File: config.mk
export PLATFORM = sky130hd
export DESIGN_NAME = irq_expander
export DESIGN_NICKNAME = d
export VERILOG_FILES = /design/src/rtl/irq_exp_pkg.sv /design/src/rtl/irq_exp_group.sv /design/src/rtl/irq_exp_vector.sv /design/src/rtl/irq_expander.sv
export SDC_FILE = /design/constraint.sdc
export NUM_CORES = 1
export LEC_CHECK = 0
export BUFFER_PORTS_ARGS = -buffer_cell sky130_fd_sc_hd__buf_2
export CORE_MARGIN = 2
export CORE_UTILIZATION = 40
export DETAILED_ROUTE_END_ITERATION = 10
export PLACE_DENSITY = 0.67
export RECOVER_POWER = 25
export SLEW_MARGIN = 15
export SYNTH_ARGS = -nofsm -noshare
export SYNTH_HDL_FRONTEND = slang
export SYNTH_HIERARCHICAL = 1
export SYNTH_SLANG_ARGS = --single-unit
File: constraint.sdc
create_clock -name clk -period 4.3 [get_ports clk]
set_input_delay 0.645 -clock clk [delete_from_list [all_inputs] [get_ports clk]]
set_output_delay 0.645 -clock clk [all_outputs]
set_load 0.01 [all_outputs]
File: src/rtl/irq_exp_pkg.sv
package irq_exp_pkg;
    localparam int REG_W = 16;

    typedef enum logic [2:0] {
        RK_NONE,
        RK_CTRL,
        RK_ACK,
        RK_ENA,
        RK_FLAG
    } reg_kind_e;
endpackage

File: src/rtl/irq_exp_group.sv
module irq_exp_group #(
    parameter int GW    = 8,
    parameter int IDX_W = $clog2(GW)
) (
    input  logic             clk,
    input  logic             rst_n,
    input  logic [GW-1:0]    src_req,
    input  logic             ena_we,
    input  logic             flag_we,
    input  logic [GW-1:0]    wdata,
    input  logic             clr_win,
    output logic [GW-1:0]    ena_o,
    output logic [GW-1:0]    flag_o,
    output logic             pend_o,
    output logic [IDX_W-1:0] win_o
);
    typedef struct packed {
        logic [GW-1:0] src;
        logic [GW-1:0] ena;
        logic [GW-1:0] flag;
    } grp_st_t;

    grp_st_t st_d, st_q;
    logic [GW-1:0]    rise;
    logic [GW-1:0]    live;
    logic [IDX_W-1:0] win;
    logic [GW-1:0]    base;

    always_comb begin
        live = st_q.flag & st_q.ena;
        win  = '0;
        for (int i = GW - 1; i >= 0; i--) begin
            if (live[i]) win = IDX_W'(i);
        end
        rise      = src_req & ~st_q.src;
        base      = flag_we ? wdata : st_q.flag;
        if (clr_win) base[win] = 1'b0;
        st_d.src  = src_req;
        st_d.ena  = ena_we ? wdata : st_q.ena;
        st_d.flag = base | rise;
    end

    always_ff @(posedge clk or negedge rst_n) begin
        if (!rst_n) st_q <= '0;
        else        st_q <= st_d;
    end

    assign ena_o  = st_q.ena;
    assign flag_o = st_q.flag;
    assign pend_o = |live;
    assign win_o  = win;

    // every captured edge shows up in the flags one cycle later
    p_edge_sets_flag_r1: assert property (@(posedge clk) disable iff (!rst_n)
        (rise != '0) |=> ((st_q.flag & $past(rise)) == $past(rise)));
endmodule

File: src/rtl/irq_exp_vector.sv
module irq_exp_vector #(
    parameter int NG         = 12,
    parameter int GW         = 8,
    parameter int IDX_W      = $clog2(GW),
    parameter int GRP_W      = $clog2(NG + 1),
    parameter int VA_W       = 12,
    parameter int VEC_BASE   = 'hD40,
    parameter int VEC_DFLT   = 'h000
) (
    input  logic                      clk,
    input  logic                      rst_n,
    input  logic                      en,
    input  logic                      fetch_en,
    input  logic [GRP_W-1:0]          fetch_grp,
    input  logic                      trap_en,
    input  logic [GRP_W-1:0]          trap_num,
    input  logic [NG-1:0]             pend,
    input  logic [NG-1:0][IDX_W-1:0]  win,
    output logic [VA_W-1:0]           vec_addr,
    output logic                      vec_valid,
    output logic                      trap_illegal,
    output logic [NG-1:0]             clr_grp
);
    localparam int STRIDE  = 2 * GW;
    localparam int VEC_TOP = VEC_BASE + NG * STRIDE - 2;

    logic             hit;
    logic [IDX_W-1:0] sel_win;
    int               sel_k;

    always_comb begin
        hit     = 1'b0;
        sel_win = '0;
        sel_k   = 0;
        for (int k = 0; k < NG; k++) begin
            if (fetch_grp == GRP_W'(k + 1)) begin
                hit     = pend[k];
                sel_win = win[k];
                sel_k   = k;
            end
        end
    end

    always_comb begin
        vec_addr     = VA_W'(VEC_DFLT);
        vec_valid    = 1'b0;
        trap_illegal = 1'b0;
        clr_grp      = '0;
        if (en) begin
            if (fetch_en) begin
                if (hit) begin
                    vec_valid      = 1'b1;
                    vec_addr       = VA_W'(VEC_BASE + sel_k * STRIDE + 2 * int'(sel_win));
                    clr_grp[sel_k] = 1'b1;
                end
            end else if (trap_en) begin
                if (trap_num == '0) begin
                    trap_illegal = 1'b1;
                end else if (int'(trap_num) <= NG) begin
                    vec_valid = 1'b1;
                    vec_addr  = VA_W'(VEC_BASE + (int'(trap_num) - 1) * STRIDE);
                end
            end
        end
    end

    // a valid vector is even and inside the table
    p_vec_in_table_r3: assert property (@(posedge clk) disable iff (!rst_n)
        vec_valid |-> (int'(vec_addr) >= VEC_BASE && int'(vec_addr) <= VEC_TOP && !vec_addr[0]));
    // trap 0 never yields a vector
    p_trap_zero_r7: assert property (@(posedge clk) disable iff (!rst_n)
        (en && trap_en && !fetch_en && trap_num == '0) |-> (trap_illegal && !vec_valid));
    // at most one group is consumed per fetch
    p_single_clear_r4: assert property (@(posedge clk) disable iff (!rst_n)
        $onehot0(clr_grp));
endmodule

File: src/rtl/irq_expander.sv
module irq_expander
    import irq_exp_pkg::*;
#(
    parameter int NG       = 12,
    parameter int GW       = 8,
    parameter int VA_W     = 12,
    parameter int VEC_BASE = 'hD40,
    parameter int VEC_DFLT = 'h000,
    parameter int REG_BASE = 'h0CE0,
    localparam int NSRC    = NG * GW,
    localparam int IDX_W   = $clog2(GW),
    localparam int GRP_W   = $clog2(NG + 1),
    localparam int MAP_END = 2 + 2 * NG
) (
    input  logic             clk,
    input  logic             rst_n,
    input  logic [NSRC-1:0]  src_req,
    input  logic             reg_wr,
    input  logic [15:0]      reg_addr,
    input  logic [REG_W-1:0] reg_wdata,
    output logic [REG_W-1:0] reg_rdata,
    output logic [NG-1:0]    cpu_irq,
    input  logic             fetch_en,
    input  logic [GRP_W-1:0] fetch_grp,
    input  logic             trap_en,
    input  logic [GRP_W-1:0] trap_num,
    output logic [VA_W-1:0]  vec_addr,
    output logic             vec_valid,
    output logic             trap_illegal,
    input  logic             vt_wr_req,
    input  logic             vt_unlock,
    output logic             vt_wr_allow
);
    typedef struct packed {
        logic          en;
        logic [NG-1:0] ack;
    } top_st_t;

    top_st_t st_d, st_q;

    reg_kind_e              kind;
    logic [15:0]            off;
    logic [15:0]            gsel;
    logic [NG-1:0]          ena_we, flag_we, clr_grp, pend;
    logic                   ack_we;
    logic [NG-1:0][GW-1:0]  ena_v, flag_v;
    logic [NG-1:0][IDX_W-1:0] win_v;

    // address decode
    always_comb begin
        off  = reg_addr - 16'(REG_BASE);
        kind = RK_NONE;
        gsel = '0;
        if (reg_addr >= 16'(REG_BASE) && off < 16'(MAP_END)) begin
            if (off == 16'd0)      kind = RK_CTRL;
            else if (off == 16'd1) kind = RK_ACK;
            else begin
                kind = off[0] ? RK_FLAG : RK_ENA;
                gsel = (off - 16'd2) >> 1;
            end
        end
        ack_we = reg_wr && kind == RK_ACK;
        for (int k = 0; k < NG; k++) begin
            ena_we[k]  = reg_wr && kind == RK_ENA  && gsel == 16'(k);
            flag_we[k] = reg_wr && kind == RK_FLAG && gsel == 16'(k);
        end
    end

    // read mux
    always_comb begin
        reg_rdata = '0;
        case (kind)
            RK_CTRL: reg_rdata = REG_W'(st_q.en);
            RK_ACK:  reg_rdata = REG_W'(st_q.ack);
            RK_ENA, RK_FLAG: begin
                for (int k = 0; k < NG; k++) begin
                    if (gsel == 16'(k))
                        reg_rdata = REG_W'(kind == RK_FLAG ? flag_v[k] : ena_v[k]);
                end
            end
            default: reg_rdata = '0;
        endcase
    end

    genvar g;
    generate
        for (g = 0; g < NG; g++) begin : g_grp
            irq_exp_group #(.GW(GW), .IDX_W(IDX_W)) u_grp (
                .clk     (clk),
                .rst_n   (rst_n),
                .src_req (src_req[g*GW +: GW]),
                .ena_we  (ena_we[g]),
                .flag_we (flag_we[g]),
                .wdata   (reg_wdata[GW-1:0]),
                .clr_win (clr_grp[g]),
                .ena_o   (ena_v[g]),
                .flag_o  (flag_v[g]),
                .pend_o  (pend[g]),
                .win_o   (win_v[g])
            );
        end
    endgenerate

    irq_exp_vector #(
        .NG(NG), .GW(GW), .IDX_W(IDX_W), .GRP_W(GRP_W), .VA_W(VA_W),
        .VEC_BASE(VEC_BASE), .VEC_DFLT(VEC_DFLT)
    ) u_vec (
        .clk          (clk),
        .rst_n        (rst_n),
        .en           (st_q.en),
        .fetch_en     (fetch_en),
        .fetch_grp    (fetch_grp),
        .trap_en      (trap_en),
        .trap_num     (trap_num),
        .pend         (pend),
        .win          (win_v),
        .vec_addr     (vec_addr),
        .vec_valid    (vec_valid),
        .trap_illegal (trap_illegal),
        .clr_grp      (clr_grp)
    );

    always_comb begin
        st_d    = st_q;
        if (reg_wr && kind == RK_CTRL) st_d.en = reg_wdata[0];
        st_d.ack = (st_q.ack & ~(ack_we ? reg_wdata[NG-1:0] : '0)) | clr_grp;
        for (int k = 0; k < NG; k++)
            cpu_irq[k] = st_q.en && !st_q.ack[k] && pend[k];
    end

    always_ff @(posedge clk or negedge rst_n) begin
        if (!rst_n) st_q <= '0;
        else        st_q <= st_d;
    end

    assign vt_wr_allow = vt_wr_req & vt_unlock;

    // an accepted fetch sets the acknowledge bit of its group
    p_fetch_sets_ack_r4: assert property (@(posedge clk) disable iff (!rst_n)
        (clr_grp != '0) |=> ((st_q.ack & $past(clr_grp)) == $past(clr_grp)));
    // acknowledge bits only fall through a register write
    p_ack_held_r4: assert property (@(posedge clk) disable iff (!rst_n)
        (!ack_we) |=> ((st_q.ack & $past(st_q.ack)) == $past(st_q.ack)));
    // disabled block raises nothing
    p_disabled_quiet_r8: assert property (@(posedge clk) disable iff (!rst_n)
        (!st_q.en) |-> (cpu_irq == '0 && !vec_valid && !trap_illegal));
    // a trap alone leaves acknowledge state untouched
    p_trap_stateless_r6: assert property (@(posedge clk) disable iff (!rst_n)
        (trap_en && !fetch_en && !ack_we) |=> (st_q.ack == $past(st_q.ack)));
endmodule

==> results of run 1 <==
-- per-layer routing --
metal	vias up	share of wire, %
li1	7238	-
met1	7758	45
met2	697	44
met3	139	7.3
met4	0	4.5
met5	-	0
-- timing repair --
action	in CTS	in global routing
hold buffers	0	0
cloned	2	0
pin swaps	11	23
resized for setup	55	51
buffers inserted	8	10
setup endpoints to repair	8	8
-- registers in the layout, summed over array words and instances (netlist names) --
| name | cells |
|---|---|
| g_grp.u_grp/flag_o | 96 |
| g_grp.u_grp/ena_o | 96 |
| g_grp.u_grp/st_q | 96 |
| st_q | 13 |
-- cell usage after synthesis (17+ instances only) --
library cell,count
a21o_1,24
a21oi_1,26
a22o_1,27
a22oi_2,24
a31oi_1,19
and3_1,33
buf_4,199
clkbuf_1,45
dfrtp_1,301
inv_1,110
mux2_2,102
mux2i_1,78
nand2_1,185
nand2b_1,116
nand3_1,57
nor2_1,109
nor2b_1,19
nor3_1,17
o21ai_0,83
o21ai_1,61
o221ai_1,105
o22ai_1,25
-- final timing paths --
check | start | end | slack [ps] | cells past startpoint
max | reg_addr[5] | reg_rdata[4] | -300 | 13
min | src_req[16] | g_grp[2].u_grp/st_q[16] | 220 | 1
max reg2reg | g_grp[10].u_grp/flag_o[4] | g_grp[0].u_grp/flag_o[1] | 1040 | 12
min reg2reg | g_grp[2].u_grp/st_q[23] | g_grp[2].u_grp/flag_o[7] | 400 | 1
max in group asynchronous | rst_n | g_grp[9].u_grp/st_q[16] | 950 | 1
min in group asynchronous | rst_n | g_grp[1].u_grp/flag_o[4] | 1410 | 1
-- final cells by class --
| cell class | count | area share (%) |
|---|---|---|
| Sequential cell | 301 | 34.7 |
| Timing Repair Buffer | 332 | 10.2 |
| Clock buffer | 54 | 5.11 |
| Tap cell | 607 | 3.50 |
| Multi-Input combinational cell | 1325 | 44.2 |
| Inverter | 123 | 2.13 |
| Antenna cell | 2 | 0.0231 |
| Clock inverter | 5 | 0.231 |
-- metrics by stage --
stage                     total power, mW  hold slack (ps)  instance area (um^2)
after floorplan                      3.08              349                 18900
after global placement               3.34              394                 19900
after detailed placement             3.35              397                 19900
after CTS                            6.37             88.7                 21500
after global routing                 6.53              201                 21700
final                                6.31              215                 21700
-- critical path, delay by kind of cell --
family | cells | cell delay [ps]
xor+xnor | 1 | 130
fa+ha+maj | 1 | 150
buf+inv | 2 | 300
simple gates | 4 | 1220
compound gates | 5 | 1500
-- kinds of logic (layout without fill, tap and decap cells) --
group / after synthesis / after routing / synth area share [%]
DFF: 301 / 301 / 39.9
buffers and inverters: 391 / 514 / 12.0
other: 2 / 7 / 0.0398
AOI/OAI and AO/OA: 484 / 484 / 19.3
and+or+nand+nor: 641 / 642 / 17.7
xor gates and xnor gates: 5 / 5 / 0.232
muxes: 180 / 180 / 10.2
adders and majority gates: 9 / 9 / 0.597
-- power by group --
group | internal (mW) | switching [mW]
clock | 1.82 | 1.17
sequential | 2.88 | 0.0126
combinational | 0.145 | 0.281
total | 4.85 | 1.46
==> flow_summary.toml, run 1 <==
[run_status]
status = "finished with violations"
violations = "capacitance limit, slew limit, setup timing"

[cts]
h-tree-depth = 2
cts_buffers = 35
insertion_delay_ps = 550
cts.sinks = 301
cts_tree = "built"
clk_pin_slew_ps = 50
clockRootBuffer = "clkbuf_16"
cts_max_path_buffers = 3

[routing]
vias_per_cell = 5.76
drt_drc_violations_left = 0
drtIter0Drc = 1556
postRouteAntennaNets = 0
num_vias = 15832
firstDrtPassIters = 7
routed_wl_um = 61700
routedWlPerCell_um = 22.5

[power]
powerDensity_nw_per_um2 = 291
leakagePower_nw = 9.22
vdd_drop_max_mv = 0.180

[global_route]
grt_use_met3_pct = 3.63
grt_use_total_pct = 24.9
grt_pass1_vias = 15443
use_met1_pct = 35.3
grt.met2_usage_pct = 37.5
grt_pass1_wl_um = 94200
overflow = 0
gr-max-usage-layer = "met2"
antenna_found_initial = 4
grt_max_degree = 110

[place]
dp_cells = 2669
port_buffers = 176
gp_congestion = 1.01
hpwl_um = 45300
dpl_worst_slack_ps = -409

[critical_path]
critPathKind = "primary input to output pin"
crit_slowest_cell = "or4_4"
worstPathRequired_ps = 3650
critPathMostFrequentCell = "or2_4"
critPathCaptureType = "output pin"
cp_max_fo = 5
crit_path_max_incr_delay_ps = 590
worstPathArrival_ps = 3950
critPathLaunchType = "primary input"
crit_path_cell_trace = "buf_8 > ha_4 > a211o_4 > xnor2_4 > o41a_4 > or2_4 > or2_4 > or4_4 > o22ai_2 > nor3_1 > a21o_1 > a311oi_2 > buf_2"

[timing]
max_freq_ghz = 0.217
slew_viol_final = 72
max-slew-margin-rel_pct = -131
finalHoldViolations = 0
finalSetupViolations = 8
worstMarginPinSlew_ps = 3460
min_period_ps = 4600
post-route-period-util_pct = 107
setup_tns_ps = -1800
fin_skew_ps = 13.9
rsz0062_at_grt = "true"
worst_slack_ps = -299

[layout]
fillCellCount = 4364
regArea_um2 = 7530
final_nets = 2270
final_cells = 2749
final_common_cell = "dfrtp_1"
area_growth_pct = 15.0
drive_above_1_share_pct = 26.6
multi_input_area_um2 = 9590
utilization_pct = 46.6
final_cell_mix = "301 x dfrtp_1, 184 x nand2_1, 136 x buf_4, 116 x nand2b_1, 110 x inv_1"

[yosys]
synth.largest_area_cell = "dfrtp_1"
netlist_area_um2 = 18900
synth_top_area_share_pct = 39.9
synthFlopType = "dfrtp_1"
async_reset_ff_share_pct = 100
syn_avg_cell_area_um2 = 9.37
synthCells = 2013
synth_warnings = 6
synth_seq_cells = 301
ys_seq_area_share_pct = 39.9
synthTopCellsByArea = "dfrtp_1 40%, buf_4 7.9%, mux2_2 6.1%"
synthDistinctLibCells = 76
synth-edff-count = 0

[floorplanning]
initial_core_util_pct = 40.5
dieArea_um2 = 48900
placementRows = 79
die_height_um = 221
core_um2 = 46600
ios = 186
die_width_um = 221

[flow_run]
drv_cap = 1

[worst_hold_path]
hold_class = "primary input to register"
Power figures use the tool's default switching activity.
==> run 2: changes to the inputs <==
--- a/config.mk
+++ b/config.mk
@@ -9,7 +9,7 @@
 export CORE_MARGIN = 2
 export CORE_UTILIZATION = 40
 export DETAILED_ROUTE_END_ITERATION = 10
-export PLACE_DENSITY = 0.67
+export PLACE_DENSITY = 0.65
 export RECOVER_POWER = 25
 export SLEW_MARGIN = 15
 export SYNTH_ARGS = -nofsm -noshare
==> constraint.sdc (replaced) <==
create_clock -name clk -period 4.4 [get_ports clk]
set_input_delay 0.66 -clock clk [delete_from_list [all_inputs] [get_ports clk]]
set_output_delay 0.66 -clock clk [all_outputs]
set_load 0.01 [all_outputs]
==> flow_summary.toml, run 2 (synthesis results as in run 1) <==
[floorplanning]
core_um2 = 46600
dieArea_um2 = 48900
ios = 186
die_width_um = 221
die_height_um = 221
initial_core_util_pct = 40.5
placementRows = 79

[layout]
final_nets = 2269
drive_above_1_share_pct = 26.6
final_cells = 2749
final_cell_mix = "301 x dfrtp_1, 183 x nand2_1, 137 x buf_4, 116 x nand2b_1, 110 x inv_1"
final_common_cell = "dfrtp_1"
area_growth_pct = 15.5
fillCellCount = 4436

[power]
total_switching_power_mw = 1.46
vdd_drop_max_mv = 0.222
p_total_mw = 6.37
powerDensity_nw_per_um2 = 292
p_comb_share_pct = 6.4
p_seq_share_pct = 44.4
p_int_mw = 4.91
power.share.switching_pct = 22.9
pwr-share-clk_pct = 49.2
leakagePower_nw = 9.28

[timing]
worstMarginPinSlew_ps = 2940
setup_tns_ps = -1640
min_period_ps = 4680
rsz0062_at_grt = "true"
max-slew-margin-rel_pct = -96.3
max_freq_ghz = 0.214
slew_viol_final = 110
post-route-period-util_pct = 106
finalHoldViolations = 0
finalSetupViolations = 8
fin_skew_ps = 10.0
worst_slack_ps = -281

[critical_path]
cp_max_fo = 8
worst-path-buf-inv = 2
worstPathArrival_ps = 4020
critPathCaptureType = "output pin"
crit_slowest_cell = "or4_4"
crit_family = "compound AO/OA/AOI/OAI gates"
critPathLaunchType = "primary input"
critPathKind = "primary input to output pin"
worstPathRequired_ps = 3740
crit_path_cell_trace = "buf_8 > ha_4 > a211o_4 > xnor2_2 > o41a_4 > or2_1 > or2_4 > or4_4 > o221ai_4 > o2bb2ai_4 > a221o_1 > o311ai_4 > buf_2"
crit_path_max_incr_delay_ps = 650

[global_route]
grt_pass1_vias = 15425
grt_use_met3_pct = 3.92
grt_use_total_pct = 24.8
antenna_found_initial = 3
use_met1_pct = 35.4
grt_pass1_wl_um = 93600
overflow = 0
grt.met2_usage_pct = 36.6
grt_max_degree = 112
gr-max-usage-layer = "met2"

[routing]
postRouteAntennaNets = 0
drtIter0Drc = 1602
routedWlPerCell_um = 22.5
firstDrtPassIters = 5
drt_drc_violations_left = 0
routed_wl_um = 61900
vias_per_cell = 5.72
num_vias = 15733

[cts]
cts_buffers = 34
cts_max_path_buffers = 3
holdBufCountCts = 0
clockRootBuffer = "clkbuf_16"
cts.sinks = 301
cts_tree = "built"
insertion_delay_ps = 550
clk_pin_slew_ps = 60
h-tree-depth = 2

[place]
dp_cells = 2674
port_buffers = 176
gp_congestion = 0.991
hpwl_um = 45000

[run_status]
violations = "capacitance limit, slew limit, setup timing"
status = "finished with violations"

[flow_run]
drv_cap = 1

[worst_hold_path]
hold_class = "primary input to register"
[run 2: cell types whose count changed in the layout (fill, tap and decap cells not counted), sizes merged]
cell          change
buf               +1
bufinv            +5
clkbuf            -8
clkinv            -2
clkinvlp          +4
diode             +1
dlymetal6s4s      -1
inv               +1
or4               -1
[run 2: worst paths after layout]
kind | start | to | slack (ps) | depth (start not counted)
setup reg to reg | g_grp[10].u_grp/flag_o[5] | g_grp[6].u_grp/flag_o[1] | 1130 | 12
hold / removal | src_req[37] | g_grp[4].u_grp/st_q[21] | 230 | 1
hold reg to reg | g_grp[3].u_grp/st_q[18] | g_grp[3].u_grp/flag_o[2] | 400 | 1
setup / recovery | reg_addr[5] | reg_rdata[0] | -280 | 13
min in group asynchronous | rst_n | g_grp[1].u_grp/st_q[16] | 1070 | 1
max in group asynchronous | rst_n | g_grp[10].u_grp/ena_o[0] | 1650 | 1
[run 2: worst register-to-register path: stages, from the launching register on]
cell,delay (ps)
dfrtp_1,440
a22o_1,300
nor2_1,180
nand3_1,240
and4b_1,300
a21o_1,160
a32oi_1,310
a31oi_4,230
and3_1,360
nor2b_1,190
a31oi_1,200
o221ai_1,150
o21ai_0,120
[run 2: cell type report]
type | instances | area [um^2] | area share (%)
well taps | 607 | 759 | 3.49
flip-flops and latches | 301 | 7530 | 34.6
clock inverters | 13 | 229 | 1.05
multi-input cells | 1324 | 9590 | 44.0
clock buffers | 45 | 1010 | 4.62
repair buffers | 333 | 2200 | 10.1
inverters | 123 | 462 | 2.12
diodes | 3 | 7.51 | 0.0345
[run 2: power by group through the flow]
stage	Sequential, mW	Clock, mW	Combinational [mW]
after detailed placement	2.88	0	0.396
after global placement	2.87	0	0.389
after CTS	2.83	3.20	0.406
after floorplan	2.87	0	0.139
final	2.83	3.14	0.408
after global routing	2.83	3.30	0.448
[run 2: per-stage QoR]
stage	setup slack, ps	hold slack, ps	util, %	area, um^2
2_1_floorplan	5.48	364	-	18900
3_3_place_gp	-416	394	42.8	19900
3_5_place_dp	-463	398	42.8	19900
4_1_cts	-228	203	46.4	21600
5_1_grt	-331	216	46.8	21800
6_report	-281	227	46.8	21800
[run 2: repair_timing]
item / 4_1_cts / 5_1_grt
setup endpoints to repair: 8 / 8
setup buffers: 12 / 1
resized for setup: 56 / 52
pin swaps: 18 / 13
gates cloned: 1 / 0
hold endpoints to repair: 0 / 0
[run 2: routing by layer]
metal,vias up,wire length [um]
li1,7251,-
met1,7736,28400
met2,619,26400
met3,127,4240
met4,0,2830
met5,-,0
==> run 3: changes to the inputs <==
--- a/config.mk
+++ b/config.mk
@@ -5,7 +5,7 @@
 export SDC_FILE = /design/constraint.sdc
 export NUM_CORES = 1
 export LEC_CHECK = 0
-export BUFFER_PORTS_ARGS = -buffer_cell sky130_fd_sc_hd__buf_2
+export BUFFER_PORTS_ARGS = -buffer_cell sky130_fd_sc_hd__buf_4
 export CORE_MARGIN = 2
 export CORE_UTILIZATION = 40
 export DETAILED_ROUTE_END_ITERATION = 10
==> flow_summary.toml, run 3 (synthesis results as in run 1) <==
[routing]
drt_drc_violations_left = 0
routed_wl_um = 62900
drtIter0Drc = 1408
postRouteAntennaNets = 0
firstDrtPassIters = 5
routedWlPerCell_um = 22.8
num_vias = 15875
vias_per_cell = 5.74

[layout]
final_nets = 2281
area_growth_pct = 18.2
final_cells = 2764
drive_above_1_share_pct = 28.7
final_common_cell = "dfrtp_1"
fillCellCount = 4377
final_area_um2 = 22300
final_cell_mix = "301 x dfrtp_1, 225 x buf_4, 185 x nand2_1, 116 x nand2b_1, 110 x inv_1"

[floorplanning]
die_height_um = 221
dieArea_um2 = 48900
core_um2 = 46600
initial_core_util_pct = 40.5
ios = 186
placementRows = 79
die_width_um = 221

[worst_hold_path]
holdPathStages = 1
hold_class = "primary input to register"
hold_path_end = "g_grp[6].u_grp/st_q[20]"
worstHoldStart = "src_req[52]"

[cts]
insertion_delay_ps = 550
clockRootBuffer = "clkbuf_16"
cts.sinks = 301
cts_buffers = 36
clk_pin_slew_ps = 60
h-tree-depth = 2
cts_max_path_buffers = 3
cts_tree = "built"

[global_route]
overflow = 0
grt_pass1_wl_um = 95000
grt_use_met3_pct = 3.92
grt_max_degree = 100
use_met1_pct = 36.1
gr-max-usage-layer = "met2"
grt.met2_usage_pct = 37.5
antenna_found_initial = 4
grt_pass1_vias = 15534
grt_use_total_pct = 25.2

[place]
dpl_worst_slack_ps = -467
dpl_cell_area_um2 = 20300
port_buffers = 176
hpwl_um = 45600
gp_congestion = 1.02
dp_cells = 2677

[critical_path]
critPathKind = "primary input to output pin"
crit_path_cell_trace = "buf_8 > ha_4 > a211o_4 > xnor2_2 > o41a_4 > or4_4 > or4_4 > buf_4 > o22ai_4 > nor3_1 > a21o_1 > a31oi_4 > buf_6"
crit_path_max_incr_delay_ps = 620
worst-path-buf-inv = 3
critPathLaunchType = "primary input"
worstPathArrival_ps = 3920
cp_max_fo = 5
crit_family = "compound AO/OA/AOI/OAI gates"
r2r-start = "g_grp[10].u_grp/flag_o[7]"
critPathMostFrequentCell = "or4_4"
critPathCaptureType = "output pin"
crit_slowest_cell = "or4_4"
worstPathRequired_ps = 3740
worstRegToRegCells = 12
worstReg2RegEnd = "g_grp[2].u_grp/flag_o[1]"
ff2ff_setup_slack_ps = 1130

[timing]
fin_skew_ps = 15.0
slew_viol_final = 81
rsz0062_at_grt = "true"
whs_ps = 237
worstMarginPinSlew_ps = 2370
finalSetupViolations = 8
finalHoldViolations = 0
max-slew-margin-rel_pct = -58.3
max_freq_ghz = 0.218
post-route-period-util_pct = 104
min_period_ps = 4580
worst_slack_ps = -181

[flow_run]
drv_cap = 1

[power]
vdd_drop_max_mv = 0.195
leakagePower_nw = 9.42
powerDensity_nw_per_um2 = 294
p_total_mw = 6.56

[run_status]
violations = "capacitance limit, slew limit, setup timing"
status = "finished with violations"
run 3: worst register-to-register path: stages, from the launching register on:
cell      delay, ps
dfrtp_1         420
a22o_1          280
nor2_1          220
nand3_1         280
and4b_1         320
a21o_1          150
a32oi_1         250
a31oi_4         220
and3_1          320
nor2b_1         170
a31oi_1         290
o221ai_1        160
o21ai_0         110
run 3: per-layer routing:
| metal | vias up | wire length (um) | share of wire, % |
|---|---|---|---|
| met5 | - | 13 | 0.021 |
| met4 | 2 | 2720 | 4.3 |
| met3 | 141 | 4620 | 7.3 |
| met2 | 695 | 27100 | 43 |
| met1 | 7758 | 28400 | 45 |
| li1 | 7279 | - | - |
run 3: through the flow:
stage	util, %	setup TNS [ps]
after CTS	47.5	-1060
after global placement	43.6	-3110
after detailed placement	43.6	-3470
after floorplan	-	0
after global routing	47.9	-1770
final	47.9	-1220
run 3: cell type report:
type                            instances  area (um^2)  share of cell area [%]
Antenna cell                            2         5.00                  0.0224
Clock buffer                           50         1020                    4.59
Clock inverter                         14          274                    1.23
Inverter                              123          462                    2.07
Multi-Input combinational cell       1326         9690                    43.5
Sequential cell                       301         7530                    33.8
Tap cell                              607          759                    3.41
Timing Repair Buffer                  341         2550                    11.5
run 3: report_power, final:
part / internal (mW) / switching, mW
registers: 2.81 / 0.0125
clock network: 2.09 / 1.20
logic: 0.160 / 0.277
total: 5.07 / 1.49
run 3: worst max-delay path by stage:
stage / start / endpoint / slack [ps] / cells past startpoint
6_report: reg_addr[5] / reg_rdata[7] / -180 / 13
4_1_cts: reg_addr[5] / reg_rdata[0] / -200 / 12
3_5_place_dp: reg_addr[5] / reg_rdata[2] / -470 / 15
3_3_place_gp: reg_addr[5] / reg_rdata[2] / -450 / 15
2_1_floorplan: reg_addr[5] / reg_rdata[0] / 5 / 12
5_1_grt: reg_addr[5] / reg_rdata[0] / -260 / 13
run 3: timing repair:
item	CTS	global route
endpoints found under the setup margin	8	8
hold buffers	0	0
pin swaps	15	14
gates cloned	2	3
resized for setup	83	45
buffers inserted	6	10
